## src/rtl/dacrx_pkg.sv

```systemverilog
package dacrx_pkg;
  localparam int MODE_W = 2;

  typedef enum logic [MODE_W-1:0] {
    MODE_RUN       = 2'b00,
    MODE_PD_STRONG = 2'b01,
    MODE_PD_WEAK   = 2'b10,
    MODE_PD_HIZ    = 2'b11
  } mode_e;
endpackage

```

## src/rtl/dacrx_sync.sv

```systemverilog
module dacrx_sync #(
  parameter int          W       = 3,
  parameter int          STAGES  = 2,
  parameter logic [W-1:0] RST_VAL = '0
) (
  input  logic         clk_i,
  input  logic         rst_ni,
  input  logic [W-1:0] d_i,
  output logic [W-1:0] q_o
);
  logic [STAGES-1:0][W-1:0] stg_q;

  always_ff @(posedge clk_i or negedge rst_ni) begin
    if (!rst_ni) stg_q[0] <= RST_VAL;
    else         stg_q[0] <= d_i;
  end

  for (genvar i = 1; i < STAGES; i++) begin : g_stage
    always_ff @(posedge clk_i or negedge rst_ni) begin
      if (!rst_ni) stg_q[i] <= RST_VAL;
      else         stg_q[i] <= stg_q[i-1];
    end
  end

  assign q_o = stg_q[STAGES-1];
endmodule

```

## src/rtl/dacrx_edge.sv

```systemverilog
module dacrx_edge #(
  parameter int          W       = 3,
  parameter logic [W-1:0] RST_VAL = '0
) (
  input  logic         clk_i,
  input  logic         rst_ni,
  input  logic [W-1:0] lvl_i,
  output logic [W-1:0] fall_o,
  output logic [W-1:0] rise_o
);
  logic [W-1:0] prev_q;

  always_ff @(posedge clk_i or negedge rst_ni) begin
    if (!rst_ni) prev_q <= RST_VAL;
    else         prev_q <= lvl_i;
  end

  assign fall_o = prev_q & ~lvl_i;
  assign rise_o = ~prev_q & lvl_i;
endmodule

```

## src/rtl/dacrx_frame.sv

```systemverilog
module dacrx_frame #(
  parameter int FRAME_W = 16
) (
  input  logic               clk_i,
  input  logic               rst_ni,
  input  logic               cs_lvl_i,
  input  logic               cs_fall_i,
  input  logic               cs_rise_i,
  input  logic               sclk_fall_i,
  input  logic               sdin_i,
  output logic               commit_o,
  output logic               abort_o,
  output logic [FRAME_W-1:0] word_o
);
  localparam int CNT_W = $clog2(FRAME_W);
  localparam logic [CNT_W-1:0] LAST_BIT = CNT_W'(FRAME_W - 1);

  logic               act_q;
  logic [CNT_W-1:0]   cnt_q;
  logic [FRAME_W-2:0] sh_q;
  logic               bit_ev;

  always_comb begin
    word_o   = {sh_q, sdin_i};
    bit_ev   = act_q && !cs_lvl_i && sclk_fall_i && !cs_fall_i && !cs_rise_i;
    commit_o = bit_ev && (cnt_q == LAST_BIT);
    abort_o  = act_q && cs_rise_i;
  end

  always_ff @(posedge clk_i or negedge rst_ni) begin
    if (!rst_ni) begin
      act_q <= 1'b0;
      cnt_q <= '0;
      sh_q  <= '0;
    end else if (cs_fall_i) begin
      act_q <= 1'b1;
      cnt_q <= '0;
      sh_q  <= '0;
    end else if (cs_rise_i) begin
      act_q <= 1'b0;
      cnt_q <= '0;
      sh_q  <= '0;
    end else if (bit_ev) begin
      if (commit_o) begin
        // frame closed; wait for a fresh select
        act_q <= 1'b0;
        cnt_q <= '0;
        sh_q  <= '0;
      end else begin
        cnt_q <= cnt_q + 1'b1;
        sh_q  <= word_o[FRAME_W-2:0];
      end
    end
  end
endmodule

```

## src/rtl/dacrx_regs.sv

```systemverilog
module dacrx_regs
  import dacrx_pkg::*;
#(
  parameter int CODE_W = 14
) (
  input  logic                     clk_i,
  input  logic                     rst_ni,
  input  logic                     commit_i,
  input  logic                     abort_i,
  input  logic [CODE_W+MODE_W-1:0] word_i,
  output logic [CODE_W-1:0]        code_o,
  output logic                     amp_en_o,
  output logic                     pd_strong_o,
  output logic                     pd_weak_o,
  output logic                     upd_o,
  output logic                     abort_o
);
  mode_e             mode_q, mode_new;
  logic [CODE_W-1:0] code_q;
  logic              upd_q, abt_q;

  assign mode_new = mode_e'(word_i[CODE_W +: MODE_W]);

  always_ff @(posedge clk_i or negedge rst_ni) begin
    if (!rst_ni) begin
      mode_q <= MODE_RUN;
      code_q <= '0;
      upd_q  <= 1'b0;
      abt_q  <= 1'b0;
    end else begin
      upd_q <= commit_i;
      abt_q <= abort_i;
      if (commit_i) begin
        mode_q <= mode_new;
        // power-down frames keep the stored code
        if (mode_new == MODE_RUN) code_q <= word_i[CODE_W-1:0];
      end
    end
  end

  always_comb begin
    amp_en_o    = 1'b0;
    pd_strong_o = 1'b0;
    pd_weak_o   = 1'b0;
    unique case (mode_q)
      MODE_RUN:       amp_en_o    = 1'b1;
      MODE_PD_STRONG: pd_strong_o = 1'b1;
      MODE_PD_WEAK:   pd_weak_o   = 1'b1;
      MODE_PD_HIZ:    ;
      default:        ;
    endcase
  end

  assign code_o  = code_q;
  assign upd_o   = upd_q;
  assign abort_o = abt_q;
endmodule

```

## src/rtl/dacrx_top.sv

```systemverilog
module dacrx_top
  import dacrx_pkg::*;
#(
  parameter int CODE_W      = 14,
  parameter int SYNC_STAGES = 2
) (
  input  logic              clk_i,
  input  logic              rst_ni,
  input  logic              cs_ni,
  input  logic              sclk_i,
  input  logic              sdin_i,
  output logic [CODE_W-1:0] code_o,
  output logic              amp_en_o,
  output logic              pd_strong_o,
  output logic              pd_weak_o,
  output logic              upd_o,
  output logic              abort_o
);
  localparam int FRAME_W = CODE_W + MODE_W;
  localparam logic [2:0] PIN_RST = 3'b100; // {cs, sclk, sdin}

  logic [2:0] pin_s, pin_fall, pin_rise;
  logic       commit, abort_ev;
  logic [FRAME_W-1:0] word;

  dacrx_sync #(.W(3), .STAGES(SYNC_STAGES), .RST_VAL(PIN_RST)) u_sync (
    .clk_i (clk_i),
    .rst_ni(rst_ni),
    .d_i   ({cs_ni, sclk_i, sdin_i}),
    .q_o   (pin_s)
  );

  dacrx_edge #(.W(3), .RST_VAL(PIN_RST)) u_edge (
    .clk_i (clk_i),
    .rst_ni(rst_ni),
    .lvl_i (pin_s),
    .fall_o(pin_fall),
    .rise_o(pin_rise)
  );

  dacrx_frame #(.FRAME_W(FRAME_W)) u_frame (
    .clk_i      (clk_i),
    .rst_ni     (rst_ni),
    .cs_lvl_i   (pin_s[2]),
    .cs_fall_i  (pin_fall[2]),
    .cs_rise_i  (pin_rise[2]),
    .sclk_fall_i(pin_fall[1]),
    .sdin_i     (pin_s[0]),
    .commit_o   (commit),
    .abort_o    (abort_ev),
    .word_o     (word)
  );

  dacrx_regs #(.CODE_W(CODE_W)) u_regs (
    .clk_i      (clk_i),
    .rst_ni     (rst_ni),
    .commit_i   (commit),
    .abort_i    (abort_ev),
    .word_i     (word),
    .code_o     (code_o),
    .amp_en_o   (amp_en_o),
    .pd_strong_o(pd_strong_o),
    .pd_weak_o  (pd_weak_o),
    .upd_o      (upd_o),
    .abort_o    (abort_o)
  );

  logic unused_rise;
  assign unused_rise = ^{pin_rise[1:0], pin_fall[0]};
endmodule

```

## config.mk

```make
export PLATFORM = sky130hd
export DESIGN_NAME = dacrx_top
export DESIGN_NICKNAME = d
export VERILOG_FILES = /design/src/rtl/dacrx_pkg.sv /design/src/rtl/dacrx_sync.sv /design/src/rtl/dacrx_edge.sv /design/src/rtl/dacrx_frame.sv /design/src/rtl/dacrx_regs.sv /design/src/rtl/dacrx_top.sv
export SDC_FILE = /design/constraint.sdc
export NUM_CORES = 1
export LEC_CHECK = 0
export BUFFER_PORTS_ARGS = -buffer_cell sky130_fd_sc_hd__clkbuf_2
export CAP_MARGIN = 5
export CORE_MARGIN = 3
export CORE_UTILIZATION = 61
export CTS_CLUSTER_DIAMETER = 80
export DETAILED_ROUTE_END_ITERATION = 10
export PLACE_DENSITY = 0.83
export SETUP_SLACK_MARGIN = 0.15
export SYNTH_ARGS = -nofsm -noshare
export SYNTH_HDL_FRONTEND = slang
export SYNTH_SLANG_ARGS = --single-unit
```

## constraint.sdc

```tcl
create_clock -name clk_i -period 4.8 [get_ports clk_i]
set_input_delay 0.24 -clock clk_i [delete_from_list [all_inputs] [get_ports clk_i]]
set_output_delay 0.24 -clock clk_i [all_outputs]
set_load 0.03 [all_outputs]
```

Word-level counts from Yosys, hierarchy flattened:

Index checks and enable logic that the tools add are counted.

* register bits: 47
* bits in latches: 0
* memory bits (writable): 0
* bits in read-only memories: 0
* bits of input ports: 5
* output and inout port bits: 19
* logic and storage cells: 48
* memories kept: 0

* add/subtract/negate cells: 1
* multiply operators: 0
* divide/modulo/power cells: 0
* magnitude comparators: 0
* equal/unequal tests: 3
* shifts and indexed selects: 0
* multiplexer cells: 15
* bitwise operators: 4
* reduce and logical (&&, ||, !) cells: 15

Operators with widths (count)
* $mux 15: 4
* $mux 4: 4
* $mux 1: 7
* $and 3x3->3: 2
* $logic_and 1x1->1: 6
* $not 3->3: 2
* $reduce_bool 3->1: 2
* $add 4x1->4 const B: 1
* $eq 4x4->1 const B: 1
* $logic_not 2->1: 2
* $reduce_and 2->1: 2
* $logic_not 1->1: 3
* $eq 2x1->1 const B: 1
* $eq 2x2->1 const B: 1

Logic depth before layout (Yosys ltp):

Gate-level depths: netlist of run 1.

* depth after elaboration: 10
* depth in mapped cells: 8
* depth with buffers taken out: 5

Cells and area by module:

Synthesis of run 1 repeated with hierarchy kept, for this count alone.

* cells, all modules: 118
* area total of the unflattened synthesis: 1836.8 µm²

Modules (own cells, without submodules)
* dacrx_frame: instances 1, cells an instance 61, area an instance 855.8 µm², sequential area each 500.5 µm²
* dacrx_regs: instances 1, cells an instance 39, area an instance 676.9 µm², sequential area each 450.4 µm²
* dacrx_sync: instances 1, cells an instance 9, area an instance 175.2 µm², sequential area each 152.6 µm²
* dacrx_edge: instances 1, cells an instance 9, area an instance 128.9 µm², sequential area each 76.3 µm²

Worst setup path before layout of run 1:

No wires, ideal clock.

* path kind: reg2reg
* start: register u_sync.stg_q (netlist bit u_sync.q_o[2])
* end: register u_regs.code_q[10], in the netlist u_regs.code_o[10]
* library setup time: 0.125 ns
* arrival time: 2.209 ns
* required time: 4.675 ns
* setup slack: 2.466 ns
* stages on the path, launching flop included: 9
* path buffers: 3
* period minus slack after synthesis: 2.334 ns
* cell sequence: dfstp_2 inv_1 ha_1 or2_1 buf_6 or4b_4 buf_6 buf_6 mux2_4

* longest elaborated chain between the ends: 7
* elaborated cells on any way between the ends: 12
* those cells by class: bitwise (3); reduce/logical (9)

Ends and longest elaborated chain
* start: declaration: RTL line dacrx_sync.sv:11 `logic [STAGES-1:0][W-1:0] stg_q;`
* start signal: indexed assignment: RTL line dacrx_sync.sv:21 `else stg_q[i] <= stg_q[i-1];`
* $not 3->3: RTL line dacrx_edge.sv:18 `assign fall_o = prev_q & ~lvl_i;`
* $and 3x3->3: RTL line dacrx_edge.sv:18
* named net u_frame.cs_fall_i: RTL line dacrx_frame.sv:7 `input logic cs_fall_i,`
* $logic_not 1->1: RTL line dacrx_frame.sv:25 `bit_ev = act_q && !cs_lvl_i && sclk_fall_i && !cs_fall_i && !cs_rise_i;`
* $logic_and 1x1->1 (2 in a row): RTL line dacrx_frame.sv:25
* $logic_and 1x1->1: RTL line dacrx_frame.sv:26 `commit_o = bit_ev && (cnt_q == LAST_BIT);`
* $reduce_and 2->1 (no line)
* end signal: assignment: RTL line dacrx_regs.sv:36 `if (mode_new == MODE_RUN) code_q <= word_i[CODE_W-1:0];`
* end: declaration: RTL line dacrx_regs.sv:19 `logic [CODE_W-1:0] code_q;`

The timed path passes the listed nets, and every way through them passes these cells.
A chain may end at the register's enable or synchronous reset.

Worst setup path in the final report of run 1:

* start: register u_sync.stg_q (netlist bit u_sync.q_o[1])
* end: register u_frame.sh_q[12]

* longest elaborated chain between the ends: 10
* elaborated cells on any way between the ends: 11
* those cells by class: mux (4); bitwise (2); reduce/logical (5)

Ends and longest elaborated chain
* $not 3->3 *: RTL line dacrx_edge.sv:18
* $and 3x3->3 *: RTL line dacrx_edge.sv:18
* $logic_and 1x1->1 * (3 in a row): RTL line dacrx_frame.sv:25
* $logic_and 1x1->1: RTL line dacrx_frame.sv:26
* $mux 15: RTL line dacrx_frame.sv:44 `if (commit_o) begin`
* $mux 15: RTL line dacrx_frame.sv:43 `end else if (bit_ev) begin`
* $mux 15: RTL line dacrx_frame.sv:39 `end else if (cs_rise_i) begin`
* $mux 15: RTL line dacrx_frame.sv:35 `end else if (cs_fall_i) begin`
* end signal: assignment: RTL line dacrx_frame.sv:51 `sh_q <= word_o[FRAME_W-2:0];`
* end: declaration: RTL line dacrx_frame.sv:20 `logic [FRAME_W-2:0] sh_q;`

Mark *: on every way between the ends. The rest lies on a longest branch, timed or not. The select of a mux whose other input is x is not followed.

==> run summary, run 1 <==
Worst r2r src -> u_sync.q_o[1]
Antenna violations before repair -> 0
Worst-Skew Late Latency -> 0.36 ns
Worst-margin pin slew -> 1.10 ns
Peak supply drop -> 0.262 mV
Power Density -> 320 nW/um2
Cells after Synth -> 149
CTS tree -> done
Post-route minimum period -> 2.71 ns
Core ar. -> 2900 um2
Share of post-route cells with drive strength above 1 -> 0.291
DR WL/cell -> 16.4 um
Status -> complete, no violations
Post-DR vias/cell -> 5.98
Die area -> 3920 um2
Critical Path End Type -> register
Top cell type by total area after synthesis -> dfrtp_1
Setup crit start kind -> register
CTS Root Cell -> clkbuf_4
MaxCap Viol Count -> 0
Peak fanout along the critical path -> 25
CTS resizes -> 0
Vias in the first global route -> 1,289
CTS max path bufs -> 2
Max Clk Rate -> 368 MHz
Sum Neg Setup Slack -> 0 ns
FF-to-FF setup slack -> 2.09 ns
Ys Warns -> 0
Largest net degree at the start of global routing -> 47
Vias -> 1,280
HP Class -> input port to async pin
Clock sinks -> 46
Ys async rst share -> 1.00
Cell area after layout -> 2150 um2
Tot Pwr -> 0.000688 W
Netlist cell types -> 29
CTS buffer count -> 5
Die Span Y -> 62.6 um
Clock transition at the registers of the reported paths -> 0.13 ns
Critical Path AT -> 2.99 ns
RR Endpoint -> u_frame.sh_q[12]
Setup Skew -> 0.00865 ns
IO Count -> 24
Slew HR -> 0.268
First-pass GRT wire length -> 6.29 mm
Share of the synthesized area in the top cell type -> 0.550
N_diodes -> 0
Final Hold Violating Endpoints -> 0
Setup CP Type -> register to register
Layout area overhead -> 9.92%
Syn nets -> 157
Area contributors post-synth -> dfrtp_1 55%, mux2_4 7.7%, o211ai_1 6.5%, dfstp_2 4.0%, mux2i_1 3.6%
Synthesized cell area -> 1960 um2
Starting Density -> 0.674
Sequential area share after synthesis -> 0.591
H-tree depth -> 2
Leakage Power -> 1.07 nW
DP Area -> 2060 um2
Routability congestion estimate from global placement -> 0.750
Top FF cell, synth -> dfrtp_1
R2r worst-path depth -> 3
Initial DRT Pass Iterations -> 4
Final nets -> 179
WP data required -> 5.08 ns
Final setup fails -> 0
Final period utilization -> 0.565
Drt drc -> 0
Unrepaired setup endpoints after global routing -> no
Routed Antenna Nets -> 0
Horiz. Die Dim -> 62.6 um
Initial DRC Count -> 78
Slew Limit Fails -> 0
Post-synth EDFFs -> 0
Post-DP HPWL -> 2.30 mm
Tot GR Track Use -> 0.206
Buffers on Ports -> 23
WL final -> 3.50 mm
Mapped Avg Cell Area -> 13.1 um2
Seq cells post-synth -> 46
Fillers -> 206
Total grt overflow -> 0
# rows -> 19
synth_stat cells, drive strengths merged (2+ instances only):
library cell,instances
dfrtp,43
o211ai,17
mux2,16
inv,13
clkbuf,8
o31ai,8
mux2i,7
o21ai,5
buf,3
dfstp,3
ha,3
nand2,3
nor2,3
nand3,2
nor2b,2
nor3,2
through the flow:
stage,util,setup WS (ns),hold slack [ns],instances
global route,0.741,1.89,0.126,214
detailed placement,0.710,2.19,0.339,203
floorplan,-,2.47,-0.0556,149
finish,0.741,2.09,0.0698,214
CTS,0.741,2.14,0.0969,214
global placement,0.710,2.28,0.327,203
state kept, by name, summed over array words and instances, names as in the netlist:
name and count:
u_frame.sh_q 15, u_regs.code_o 14, u_frame.cnt_q 4, u_sync.q_o 3, u_sync.stg_q 3, u_edge.prev_q 2
u_regs.mode_q 2, u_frame.act_q 1, u_regs.abort_o 1, u_regs.upd_o 1
critical path: stages (launching register included):
cell and delay (ns):
dfrtp_1 0.40, nand4bb_1 0.83, o21ai_1 1.11, mux2i_1 0.29
timing repair:
item                      in CTS  in global routing
hold buffers                   3                  0
buffers inserted               0                  0
hold endpoints to repair       3                  0
power by group:
part / internal [W] / total, W / switching [W]
Combinational: 0.0000257 / 0.0000701 / 0.0000444
Sequential: 0.000410 / 0.000429 / 0.0000188
Clock: 0.0000712 / 0.000188 / 0.000117
Total: 0.000507 / 0.000688 / 0.000180
cells by family after synthesis:
group	synth area share
muxes	0.147
DFF	0.591
buffers and inverters	0.0576
and+or+nand+nor	0.0505
adders and majority gates	0.0192
AOI/OAI and AO/OA	0.135
placed cells by master (no fill, tap or decap), types with 2 or more instances in the layout:
cell and n:
mux2_4 10, dfstp_2 3, clkbuf_2 23, mux2i_1 7
o21ai_1 2, nand3_1 2, o31ai_1 8, dfrtp_1 43
inv_1 13, nand2_1 3, nor3_1 2, nor2b_1 2
dlygate4sd3_1 3, ha_1 3, o21ai_0 3, mux2_2 6
nor2_1 3, o211ai_1 17, clkbuf_4 5
routing by layer:
metal | global-route usage | part of all wire | vias to the layer above
met5 | 0 | 0 | -
met4 | 0.0799 | 0.017 | 0
met3 | 0.0594 | 0.057 | 7
met2 | 0.320 | 0.48 | 49
met1 | 0.273 | 0.45 | 643
li1 | - | - | 581
cell type report:
cell class              count  area [um2]  area share
inverters                  13        48.8      0.0227
repair buffers             26         145      0.0675
multi-input cells          79         688       0.320
clock buffers               7        55.1      0.0256
well taps                  42        52.6      0.0244
flip-flops and latches     46        1150       0.537
clock inverters             1        5.00     0.00233
worst max path at each step:
stage	startpoint	endpoint	slack, ns
floorplan	u_sync.q_o[2]	u_regs.code_o[10]	2.47
CTS	u_sync.q_o[1]	u_frame.sh_q[12]	2.14
global placement	u_sync.q_o[1]	u_regs.code_o[5]	2.28
global route	u_sync.q_o[1]	u_frame.sh_q[0]	1.89
detailed placement	u_sync.q_o[1]	u_frame.cnt_q[3]	2.19
finish	u_sync.q_o[1]	u_frame.sh_q[12]	2.09
Power figures use the tool's default switching activity.
==> inputs of run 2 (changes only) <==
--- a/config.mk
+++ b/config.mk
@@ -8,10 +8,10 @@
 export BUFFER_PORTS_ARGS = -buffer_cell sky130_fd_sc_hd__clkbuf_2
 export CAP_MARGIN = 5
 export CORE_MARGIN = 3
-export CORE_UTILIZATION = 61
+export CORE_UTILIZATION = 56
 export CTS_CLUSTER_DIAMETER = 80
 export DETAILED_ROUTE_END_ITERATION = 10
-export PLACE_DENSITY = 0.83
+export PLACE_DENSITY = 0.77
 export SETUP_SLACK_MARGIN = 0.15
 export SYNTH_ARGS = -nofsm -noshare
 export SYNTH_HDL_FRONTEND = slang
==> constraint.sdc (replaced) <==
create_clock -name clk_i -period 2.5 [get_ports clk_i]
set_input_delay 0.125 -clock clk_i [delete_from_list [all_inputs] [get_ports clk_i]]
set_output_delay 0.125 -clock clk_i [all_outputs]
set_load 0.03 [all_outputs]
==> run 2 against run 1 <==
  * Register-to-register slack worse by 1.8 ns
  * Worst setup slack worse by 1.8 ns
  * Global-route usage decreased by 1.5 points
  * Count of clock-buffer cells in the layout grew 1
  * Power up 88%
  * Sequential power rose by 92%
  * Final cell count increased by 5.1%
  * Flip-flop and latch count unchanged
  * Clock power rose by 73%
  * Maximum frequency increased by 22%
  * First-iteration DRC count fell by 19%
  * Largest cell class unchanged
  * Highest routed layer unchanged
==> run summary, run 2 (synthesized netlist as in run 1, its figures left out) <==
Slew HR -> 0.286 (+0.0177)
Initial DRC Count -> 63 (-19%)
Sum Neg Setup Slack -> 0 ns (unchanged)
Largest net degree at the start of global routing -> 47 (unchanged)
H-tree depth -> 2 (unchanged)
Buffers on Ports -> 23 (unchanged)
Number of flip-flops in the largest register -> 15 (unchanged)
CP bufs+invs -> 1 (+1)
Drt drc -> 0 (unchanged)
Peak fanout along the critical path -> 14 (-44%)
Final nets -> 188 (+5.0%)
Leakage Power -> 1.10 nW (+3.1%)
Final setup fails -> 0 (unchanged)
Most frequent cells in the layout -> 43 x dfrtp_1, 23 x clkbuf_2, 17 x o211ai_1
Peak supply drop -> 0.452 mV (+72%)
Tot Pwr -> 0.00129 W (+88%)
Setup crit start kind -> register
Share of post-route cells with drive strength above 1 -> 0.309 (+0.0187)
Post-route minimum period -> 2.23 ns (-0.487 ns)
CTS Root Cell -> clkbuf_4
Starting Density -> 0.615 (-0.0589)
Most common cell after layout, fill and taps aside -> dfrtp_1
Register with the most flip-flops -> u_frame.sh_q
Routability congestion estimate from global placement -> 0.762 (+1.7%)
Final period utilization -> 0.891 (+0.325)
Max Clk Rate -> 449 MHz (+22%)
Critical Path End Type -> register
CTS tree -> done
Die Span Y -> 65.1 um (+4.0%)
MaxCap Viol Count -> 0 (unchanged)
CTS Hold Buffers Added -> 4 (+1)
Routed Antenna Nets -> 0 (unchanged)
Post-DR vias/cell -> 5.61 (-6.2%)
Status -> complete, no violations
Layout area overhead -> 13.1%
Horiz. Die Dim -> 65.1 um (+4.0%)
CTS resizes -> 0 (unchanged)
Clock transition at the registers of the reported paths -> 0.12 ns (about the same)
Cell area after layout -> 2210 um2 (+2.9%)
Worst-Skew Late Latency -> 0.35 ns (about the same)
Slew Limit Fails -> 0 (unchanged)
Critical Path AT -> 2.47 ns (-0.52 ns)
IO Count -> 24 (unchanged)
WL final -> 3.42 mm (-2.3%)
DP Area -> 2120 um2 (+3.0%)
First-pass GRT wire length -> 6.09 mm (-3.3%)
Die area -> 4240 um2 (+8.1%)
Final Non-Filler Cells -> 225 (+5.1%)
Unrepaired setup endpoints after global routing -> no
Clock sinks -> 46 (unchanged)
CP max stage delay -> 0.70 ns (-0.41 ns)
# rows -> 20 (+1)
Worst-margin pin slew -> 1.07 ns (-0.0266 ns)
Power Density -> 584 nW/um2 (+82%)
Postcts setup bufs -> 0 (unchanged)
Dpl cells -> 213 (+4.9%)
CP delay by family, top -> simple AND/OR/NAND/NOR gates
Tot GR Track Use -> 0.190 (-0.0152)
Core ar. -> 3180 um2 (+9.6%)
CTS max path bufs -> 2 (unchanged)
WP data required -> 2.74 ns (-2.34 ns)
Initial DRT Pass Iterations -> 4 (unchanged)
DR WL/cell -> 15.2 um (-7.1%)
Final Hold Violating Endpoints -> 0 (unchanged)
N_diodes -> 0 (unchanged)
CTS buffer count -> 5 (unchanged)
Vias in the first global route -> 1,247 (-3.3%)
Vias -> 1,262 (-1.4%)
Worst path cell trace -> inv_1, ha_1, or2_1, or4b_4, mux2_4
Setup CP Type -> register to register
Slowest-stage cell, CP -> or4b_4
Post-DP HPWL -> 2.25 mm (-2.2%)
HP Class -> register to register
Total grt overflow -> 0 (unchanged)
Setup Skew -> 0.0123 ns (+0.00362 ns)
Final core utilization -> 0.696 (-0.0455)
Antenna violations before repair -> 0 (unchanged)
## run 2: cell types whose count changed in the layout (fill, tap and decap cells not counted), sizes merged
cell	delta
dlygate4sd3	+1
clkinv	-1
clkbuf	+1
buf	+8
## run 2: stage by stage
step	setup WS (ns)	hold WS, ns
after global routing	0.174	0.369
final	0.273	0.364
after CTS	0.271	0.366
after floorplan	0.166	-0.171
after detailed placement	0.288	0.215
after global placement	0.326	0.215
## run 2: per-layer routing
layer,GRT usage,share of wire,vias up
met4,0.0699,0.015,0
met1,0.256,0.43,608
met3,0.0530,0.068,9
met5,0,0,-
met2,0.298,0.49,47
li1,-,-,598
## run 2: cell type report
type / count / area (um2)
Timing Repair Buffer: 35 / 215
Tap cell: 44 / 55.1
Fill cell: 230 / 967
Inverter: 13 / 48.8
Sequential cell: 46 / 1150
Multi-Input combinational cell: 79 / 688
Clock buffer: 8 / 48.8
## run 2: worst paths after layout
path	start	endpoint	slack, ns	depth (start not counted)
min in group asynchronous	rst_ni	u_regs.code_o[9]	0.49	2
worst max-delay path	u_sync.q_o[2]	u_regs.code_o[10]	0.27	5
worst min register to register	u_sync.stg_q[0]	u_sync.q_o[0]	0.36	0
worst min-delay path	u_sync.stg_q[0]	u_sync.q_o[0]	0.36	0
worst max register to register	u_sync.q_o[2]	u_regs.code_o[10]	0.27	5
max in group asynchronous	rst_ni	u_sync.stg_q[2]	1.29	3
## run 2: power breakdown
part | switching, W | total, W | internal [W] | leakage [nW]
clock network | 0.000212 | 0.000325 | 0.000112 | 0.0265
logic | 0.0000854 | 0.000144 | 0.0000584 | 0.461
registers | 0.0000341 | 0.000822 | 0.000787 | 0.613
## run 2: worst reg2reg max path, stage by stage, from the launching register on
cell     delay (ns)
dfstp_2        0.57
inv_1          0.04
ha_1           0.21
or2_1          0.26
or4b_4         0.70
mux2_4         0.35
